### src/rtl/dbgc_pkg.sv
package dbgc_pkg;

    localparam int BRK_ADDR_W = 24;
    localparam int NUM_BRK    = 5;
    localparam int SEL_W      = 3;

    localparam logic [SEL_W-1:0] SEL_CTRL = 3'd0;

    // Control byte, MSB first; bit positions follow the software-visible layout.
    typedef struct packed {
        logic brk4_en;
        logic brk3_en;
        logic brk2_en;
        logic req_flag;
        logic brk1_en;
        logic brk0_en;
        logic step_en;
        logic dbg_mode;
    } ctrl_t;

    localparam int REQ_BIT = 4;

    function automatic logic [NUM_BRK-1:0] enables_of(input ctrl_t c);
        return {c.brk4_en, c.brk3_en, c.brk2_en, c.brk1_en, c.brk0_en};
    endfunction

    function automatic logic [SEL_W-1:0] brk_sel(input int idx);
        return SEL_W'(idx + 1);
    endfunction

endpackage

### src/rtl/dbgc_regs.sv
module dbgc_regs
    import dbgc_pkg::*;
#(
    parameter int ADDR_W = BRK_ADDR_W,
    parameter int NBRK   = NUM_BRK
) (
    input  logic                         clk,
    input  logic                         rst,
    input  logic [SEL_W-1:0]             bus_addr,
    input  logic [ADDR_W-1:0]            bus_wdata,
    input  logic                         bus_we,
    output logic [ADDR_W-1:0]            bus_rdata,
    input  logic                         ext_dbg_req,
    input  logic                         core_dbg_mode,
    output logic [NBRK-1:0]              brk_en,
    output logic                         step_en,
    output logic [NBRK-1:0][ADDR_W-1:0]  brk_addr
);

    ctrl_t ctrl_q;
    ctrl_t wr_ctrl;
    ctrl_t rd_ctrl;
    logic  ctrl_wr;
    logic  flag_clr;

    assign wr_ctrl  = ctrl_t'(bus_wdata[7:0]);
    assign ctrl_wr  = bus_we && (bus_addr == SEL_CTRL);
    assign flag_clr = ctrl_wr && wr_ctrl.req_flag;

    always_ff @(posedge clk) begin
        if (rst) begin
            ctrl_q <= '0;
        end else begin
            if (ctrl_wr) begin
                ctrl_q.brk4_en <= wr_ctrl.brk4_en;
                ctrl_q.brk3_en <= wr_ctrl.brk3_en;
                ctrl_q.brk2_en <= wr_ctrl.brk2_en;
                ctrl_q.brk1_en <= wr_ctrl.brk1_en;
                ctrl_q.brk0_en <= wr_ctrl.brk0_en;
                ctrl_q.step_en <= wr_ctrl.step_en;
            end
            // a new request outranks a clear in the same cycle
            ctrl_q.req_flag <= ext_dbg_req | (ctrl_q.req_flag & ~flag_clr);
            ctrl_q.dbg_mode <= 1'b0;
        end
    end

    for (genvar g = 0; g < NBRK; g++) begin : g_brk_reg
        always_ff @(posedge clk) begin
            if (rst)
                brk_addr[g] <= '0;
            else if (bus_we && (bus_addr == brk_sel(g)))
                brk_addr[g] <= bus_wdata;
        end
    end

    always_comb begin
        rd_ctrl          = ctrl_q;
        rd_ctrl.dbg_mode = core_dbg_mode;
        bus_rdata        = '0;
        if (bus_addr == SEL_CTRL)
            bus_rdata[7:0] = rd_ctrl;
        for (int i = 0; i < NBRK; i++)
            if (bus_addr == brk_sel(i))
                bus_rdata = brk_addr[i];
    end

    assign brk_en  = enables_of(ctrl_q);
    assign step_en = ctrl_q.step_en;

    assert_flag_set_R7: assert property (@(posedge clk) disable iff (rst)
        ext_dbg_req |=> ctrl_q.req_flag);

    assert_flag_hold_R6: assert property (@(posedge clk) disable iff (rst)
        (ctrl_q.req_flag && !(bus_we && bus_addr == SEL_CTRL && bus_wdata[REQ_BIT]))
        |=> ctrl_q.req_flag);

endmodule

### src/rtl/dbgc_cmp.sv
module dbgc_cmp
    import dbgc_pkg::*;
#(
    parameter int ADDR_W = BRK_ADDR_W,
    parameter int NBRK   = NUM_BRK
) (
    input  logic [ADDR_W-1:0]            fetch_addr,
    input  logic                         cmp_on,
    input  logic [NBRK-1:0]              brk_en,
    input  logic [NBRK-1:0][ADDR_W-1:0]  brk_addr,
    output logic [NBRK-1:0]              hit
);

    for (genvar g = 0; g < NBRK; g++) begin : g_cmp
        assign hit[g] = cmp_on && brk_en[g] && (fetch_addr == brk_addr[g]);
    end

endmodule

### src/rtl/brk_dbg_ctrl.sv
module brk_dbg_ctrl
    import dbgc_pkg::*;
#(
    parameter int ADDR_W = BRK_ADDR_W,
    parameter int NBRK   = NUM_BRK
) (
    input  logic              clk,
    input  logic              rst,
    input  logic [SEL_W-1:0]  bus_addr,
    input  logic [ADDR_W-1:0] bus_wdata,
    input  logic              bus_we,
    output logic [ADDR_W-1:0] bus_rdata,
    input  logic [ADDR_W-1:0] fetch_addr,
    input  logic              fetch_vld,
    input  logic              ext_dbg_req,
    input  logic              core_dbg_mode,
    output logic              brk_o
);

    logic [NBRK-1:0]             brk_en;
    logic [NBRK-1:0][ADDR_W-1:0] brk_addr;
    logic [NBRK-1:0]             hit;
    logic                        step_en;
    logic                        user_fetch;
    logic                        brk_d;
    logic                        brk_q;

    dbgc_regs #(.ADDR_W(ADDR_W), .NBRK(NBRK)) u_regs (
        .clk           (clk),
        .rst           (rst),
        .bus_addr      (bus_addr),
        .bus_wdata     (bus_wdata),
        .bus_we        (bus_we),
        .bus_rdata     (bus_rdata),
        .ext_dbg_req   (ext_dbg_req),
        .core_dbg_mode (core_dbg_mode),
        .brk_en        (brk_en),
        .step_en       (step_en),
        .brk_addr      (brk_addr)
    );

    assign user_fetch = fetch_vld && !core_dbg_mode;

    dbgc_cmp #(.ADDR_W(ADDR_W), .NBRK(NBRK)) u_cmp (
        .fetch_addr (fetch_addr),
        .cmp_on     (user_fetch),
        .brk_en     (brk_en),
        .brk_addr   (brk_addr),
        .hit        (hit)
    );

    assign brk_d = !core_dbg_mode && (ext_dbg_req || (fetch_vld && step_en) || (|hit));

    always_ff @(posedge clk) begin
        if (rst) brk_q <= 1'b0;
        else     brk_q <= brk_d;
    end

    assign brk_o = brk_q;

    always_comb begin
        assert_cmp_gated_R5: assert ((hit & ~brk_en) == '0);
    end

    assert_brk_cause_R4: assert property (@(posedge clk) disable iff (rst)
        brk_q |-> $past(fetch_vld || ext_dbg_req));

    assert_dbg_quiet_R9: assert property (@(posedge clk) disable iff (rst)
        core_dbg_mode |=> !brk_q);

    assert_step_R10: assert property (@(posedge clk) disable iff (rst)
        (step_en && fetch_vld && !core_dbg_mode) |=> brk_q);

    assert_ext_brk_R11: assert property (@(posedge clk) disable iff (rst)
        (ext_dbg_req && !core_dbg_mode) |=> brk_q);

endmodule

### config.mk
export PLATFORM = sky130hd
export DESIGN_NAME = brk_dbg_ctrl
export DESIGN_NICKNAME = d
export VERILOG_FILES = /design/src/rtl/dbgc_pkg.sv /design/src/rtl/dbgc_regs.sv /design/src/rtl/dbgc_cmp.sv /design/src/rtl/brk_dbg_ctrl.sv
export SDC_FILE = /design/constraint.sdc
export NUM_CORES = 1
export LEC_CHECK = 0
export CAP_MARGIN = 20
export CORE_ASPECT_RATIO = 2
export CORE_MARGIN = 2
export CORE_UTILIZATION = 43
export CTS_CLUSTER_SIZE = 40
export DETAILED_ROUTE_END_ITERATION = 8
export GPL_ROUTABILITY_DRIVEN = 0
export HOLD_SLACK_MARGIN = 0.06
export PLACE_DENSITY = 0.66
export SYNTH_ARGS = -nofsm -noshare
export SYNTH_HDL_FRONTEND = slang
export SYNTH_SLANG_ARGS = --single-unit
### constraint.sdc
create_clock -name clk -period 1.3 [get_ports clk]
set_input_delay 0.13 -clock clk [delete_from_list [all_inputs] [get_ports clk]]
set_output_delay 0.13 -clock clk [all_outputs]
set_load 0.02 [all_outputs]
After elaboration in Yosys (flattened, before gate mapping)
Index checks and enable logic that the tools add are counted.
{ "totals": {"regBits": 128, "output_inout_bits": 25, "word_cells": 57} }
{ "classes": {"n_eq_ne": 10, "muxes": 6, "bitwise": 3, "n_reduce_logical": 25} }
{ "op_table": {"columns": ["op", "n"], "rows": [
  ["$eq A24 B24 Y1", 5],
  ["$mux W24", 5],
  ["$logic_and A1 B1 Y1", 20],
  ["$mux W8", 1],
  ["$eq A3 B2 Y1 const B", 2],
  ["$eq A3 B3 Y1 const B", 2],
  ["$reduce_or A5 Y1", 1],
  ["$eq A3 B1 Y1 const B", 1],
  ["$logic_not A3 Y1", 1],
  ["$logic_or A1 B1 Y1", 2],
  ["$and A1 B1 Y1", 1],
  ["$logic_not A1 Y1", 1],
  ["$not A1 Y1", 1],
  ["$or A1 B1 Y1", 1]
]} }

Depth between registers and ports, before layout
{ "logic_depth": {"depth_word": 7, "ltp_mapped": 7, "depth_no_buf": 5} }

Cells and area by module
Synthesis repeated with hierarchy kept, for this count alone.
{ "unflattened": {"cells_unflattened": 901, "hier_area_um2": 7206.9} }
{ "by_module_without_submodules": {"columns": ["module", "instances", "cells_per_inst", "area_per_inst_um2"], "rows": [
  ["dbgc_regs", 1, 707, 5639.2],
  ["dbgc_cmp", 1, 189, 1520.2],
  ["brk_dbg_ctrl", 1, 5, 47.5]
]} }

Worst setup path after synthesis
OpenSTA, ideal clock, no wires.
{ "synth_path": {"path_type": "input to output", "from": "input port bus_addr[0]", "to": "output port bus_rdata[3]", "arrival_ns": 1.235, "t_required_ns": 1.170, "setup_slack_ns": -0.065, "cell_stages": 5, "path_cell_list": "buf_2 -> buf_2 -> buf_4 -> a31oi_1 -> o221ai_1"} }
{ "synth_between": {"elab_chain_cells": 7, "elab_cells_between_ends": 12} }
{ "synth_rtl": {"columns": ["element", "line_no", "rtl"], "rows": [
  ["start: declaration", "brk_dbg_ctrl.sv:9", "input logic [SEL_W-1:0] bus_addr,"],
  ["$logic_not A3 Y1", "dbgc_regs.sv:61", "if (bus_addr == SEL_CTRL)"],
  ["$mux W8", "dbgc_regs.sv:61", null],
  ["$mux W24 (4 in a row)", "dbgc_regs.sv:64", "if (bus_addr == brk_sel(i))"],
  ["$mux W24 *", "dbgc_regs.sv:64", null],
  ["end: declaration", "brk_dbg_ctrl.sv:12", "output logic [ADDR_W-1:0] bus_rdata,"]
]} }
Mark *: on every way between the ends. The rest lies on a longest branch, timed or not.

Final worst setup path
{ "layout_path": {"from": "register u_regs.brk_addr[98] (netlist bit)", "to": "register brk_q, in the netlist brk_o"} }
{ "layout_between": {"elab_chain_cells": 5} }
{ "layout_rtl": {"columns": ["element", "line_no", "rtl"], "rows": [
  ["start: declaration", "dbgc_regs.sv:17", "output logic [NBRK-1:0][ADDR_W-1:0] brk_addr"],
  ["start signal: indexed assignment", "dbgc_regs.sv:53", "brk_addr[g] <= bus_wdata;"],
  ["$eq A24 B24 Y1", "dbgc_cmp.sv:15", "assign hit[g] = cmp_on && brk_en[g] && (fetch_addr == brk_addr[g]);"],
  ["$logic_and A1 B1 Y1", "dbgc_cmp.sv:15", null],
  ["$reduce_or A5 Y1", "brk_dbg_ctrl.sv:52", "assign brk_d = !core_dbg_mode && (ext_dbg_req || (fetch_vld && step_en) || (|hit));"],
  ["$logic_or A1 B1 Y1", "brk_dbg_ctrl.sv:52", null],
  ["$logic_and A1 B1 Y1", "brk_dbg_ctrl.sv:52", null],
  ["end signal: assignment", "brk_dbg_ctrl.sv:56", "else brk_q <= brk_d;"],
  ["end: declaration", "brk_dbg_ctrl.sv:26", "logic brk_q;"]
]} }
No other way between the ends.
A chain may end at the register's enable or synchronous reset.

==> key figures <==
Cells and area
  • Final cell count without fillers: 1306
  • Final core utilization: between 60% and 70%
  • Fin nets: 1146
  • Post-route cell area: 10500 sq um
  • Layout cells sized above 1: 35.2%
  • Commonest non-fill, non-tap cell in the layout: nand2_1
  • Fillers: approximately 1300
  • Synthesis-to-finish area growth: 47.0%
  • ANT cells: 0
  • Most frequent cells in the layout: nand2_1, buf_4, a21oi_1

Route
  • DR vias: 7529
  • DR vias/cell: between 5 and 6
  • DR DRC count: 0
  • Antenna Violating Nets Remaining: 0
  • Routed WL: 29100 um
  • Wire per inst: 22.3 um
  • DRT Pass-1 Iters: 5
  • Drt first-iter violations: 687

STA
  • Final WS setup: -0.361 ns
  • Slew HR: between 70% and 80%
  • Final period util: 128%
  • Pins Over Slew Limit: 0
  • F_max: 0.602 GHz
  • Final Hold Vio Count: 0
  • Final setup viols: 25
  • Post-layout min period: 1.66 ns
  • RSZ-0062 raised after global routing: yes
  • Worst-Margin Slew: 0.430 ns
  • Clk_skew: roughly 0.0061 ns

Power
  • Power per Cell Area: approximately 1000 nW/um^2
  • Leak: 3.81 nW
  • Peak VDD IR: 890 uV

Clock network
  • Cts hold-fix bufs: 0
  • Clk buf depth: 2
  • CTS tree: done
  • H-tree Lvls: 4
  • Clock Pin Slew Worst Setup and Hold Paths: 0.07 ns
  • Clk Tree Root Cell: clkbuf_16
  • Clock sinks: 128
  • TritonCTS Buffers: 17
  • Worst-Skew Late Latency: 0.43 ns

Synth
  • Synth Instances: 903
  • Post-Syn Area per Cell: 7.88 sq um
  • Post-Syn Area: 7120 sq um
  • Multiplexer share of the synthesized area: approximately 7.6%
  • Simple-gate portion of the synthesized area: 19.8%
  • Largest family of logic cells by synthesized area: simple AND/OR/NAND/NOR gates
  • Main synth FF type: dfxtp_1
  • Distinct cells, synth: 32
  • Compound-Gate Fraction of Synth Area: 14.8%
  • Number of enable flip-flop cells after synthesis: 0
  • Warnings from Yosys: 0
  • Syn nets: 960
  • Post-synthesis async set-or-reset flop share: 0%
  • Adder-cell share of the synthesized area: 0%
  • Sequential area share after synthesis: between 30% and 40%
  • Synth Area in XOR/XNOR: 15.1%
  • Synth Register Bits: 128

Critical path
  • Critical Path RT: 1.63 ns
  • Worst Setup SP: u_regs.brk_addr[98]
  • Critical-path top delay cell: dfxtp_1
  • Worst setup SP type: register
  • Critical Path AT: 1.99 ns
  • Worst path bufs/invs: 1
  • R2r setup slk: -0.36 ns
  • Crit-path cells: xnor2_2 > buf_4 > nand4_1 > nor3_2 > a22oi_2 > a311oi_2
  • Kind of critical path: register to register
  • Worst reg2reg startpoint: u_regs.brk_addr[98]
  • Max FO, Critical Path: 2
  • CP top delay family: simple AND/OR/NAND/NOR gates
  • Worst Setup End Kind: register
  • Crit Reg-Reg Endpoint: brk_o
  • R2R depth: 6
  • Largest stage delay, worst path: 0.33 ns

Flow run
  • Max-Cap Viols: 0

Floorplanning
  • Row cnt: 66
  • Die width: approximately 95 um
  • Die height: around 190 um
  • Top Ports: 82
  • Die area: 17700 sq um
  • Core box area: 16300 sq um
  • Initial Utilization: 43.7%

Place
  • Placement Cell Area: ~9200 sq um
  • Port bufs: 81
  • Pre-CTS setup slack: -0.993 ns
  • DP HPWL: slightly above 20000 um
  • Dpl cells: about 1300

Min path
  • Worst Hold Path Cells: 2
  • Hold Crit Class: primary input to register
  • WHS Endpoint: u_regs.brk_addr[88]
  • HP Start: rst

Run status
  • Failing checks: setup timing
  • Status: finished with violations

Global routing
  • First-pass GRT wire length: 42900 um
  • Total congestion overflow: 0
  • Largest net degree at the start of global routing: 32
  • Initial antenna violation count: 0
  • GRT Util Overall: 33.5%
  • Vias in the first global route: 7598
cell type report:
class / count / area, sq um / share of cell area, %
Multi-Input combinational cell: 694 / 4600 / 43.9
Timing Repair Buffer: 248 / 2350 / 22.5
Tap cell: 204 / 255 / 2.44
Clock inverter: 15 / 163 / 1.55
Sequential cell: 128 / 2670 / 25.5
Clock buffer: 17 / 425 / 4.07
power by group:
| part | total [mW] | switching, mW | leakage [nW] | internal, mW |
|---|---|---|---|---|
| combinational | 1.93 | 1.01 | 2.47 | 0.915 |
| sequential | 4.08 | 0.0855 | 1.07 | 3.99 |
| clock | 4.79 | 1.96 | 0.268 | 2.84 |
| total | 10.8 | 3.05 | 3.81 | 7.74 |
cell families (layout without fill, tap and decap cells):
family | count (synthesis) | count (layout)
compound gates | 189 | 189
xor+xnor | 120 | 120
buf+inv | 81 | 280
flops | 128 | 128
mux | 54 | 54
simple gates | 331 | 331
Yosys cell counts, drive strengths merged (2+ instances only):
cell	n	share of area, %
a31oi	2	0.18
a22oi	2	0.21
nor3	6	0.58
o22a	16	2.0
nor2	20	1.2
dfxtp	128	36
a21oi	159	11
buf	63	5.7
xnor2	120	15
nand2b	3	0.37
nand2	251	13
o221ai	8	0.98
nor4	5	0.53
nand3	11	0.77
nor2b	4	0.35
clkbuf	18	0.95
mux2i	54	7.6
or2	3	0.26
nand4	25	2.2
stage by stage:
stage               hold WS, ns  total power [mW]  setup TNS, ns
floorplan                 0.202              5.02         -0.115
global placement          0.462              5.90        -108.02
detailed placement        0.466              5.91        -108.94
CTS                       0.120              10.7          -4.74
global route              0.134              11.0          -6.08
finish                    0.137              10.8          -4.91
metal layers:
layer / GRT usage [%] / part of all wire, %
met3: 6.40 / 7.2
met2: 56.9 / 50
met1: 33.0 / 32
met4: 31.7 / 11
met5: 0 / 0
worst max-delay path by stage:
stage	depth (start not counted)	slack [ns]	to
2_1_floorplan	5	-0.02	bus_rdata[8]
5_1_grt	6	-0.46	brk_o
3_3_place_gp	6	-0.98	bus_rdata[9]
6_report	6	-0.36	brk_o
4_1_cts	5	-0.31	bus_rdata[3]
3_5_place_dp	6	-0.99	bus_rdata[0]
registers in the layout, indices dropped and copies added (netlist names):
name             flops
u_regs.brk_addr    120
u_regs.brk_en        5
brk_o                1
u_regs.ctrl_q        1
u_regs.step_en       1
repair_timing:
item	4_1_cts	5_1_grt
gates resized for setup	255	64
pin swaps	39	23
gates cloned	3	1
endpoints found under the setup margin	146	30
setup buffers	1	3
Power figures use the tool's default switching activity.
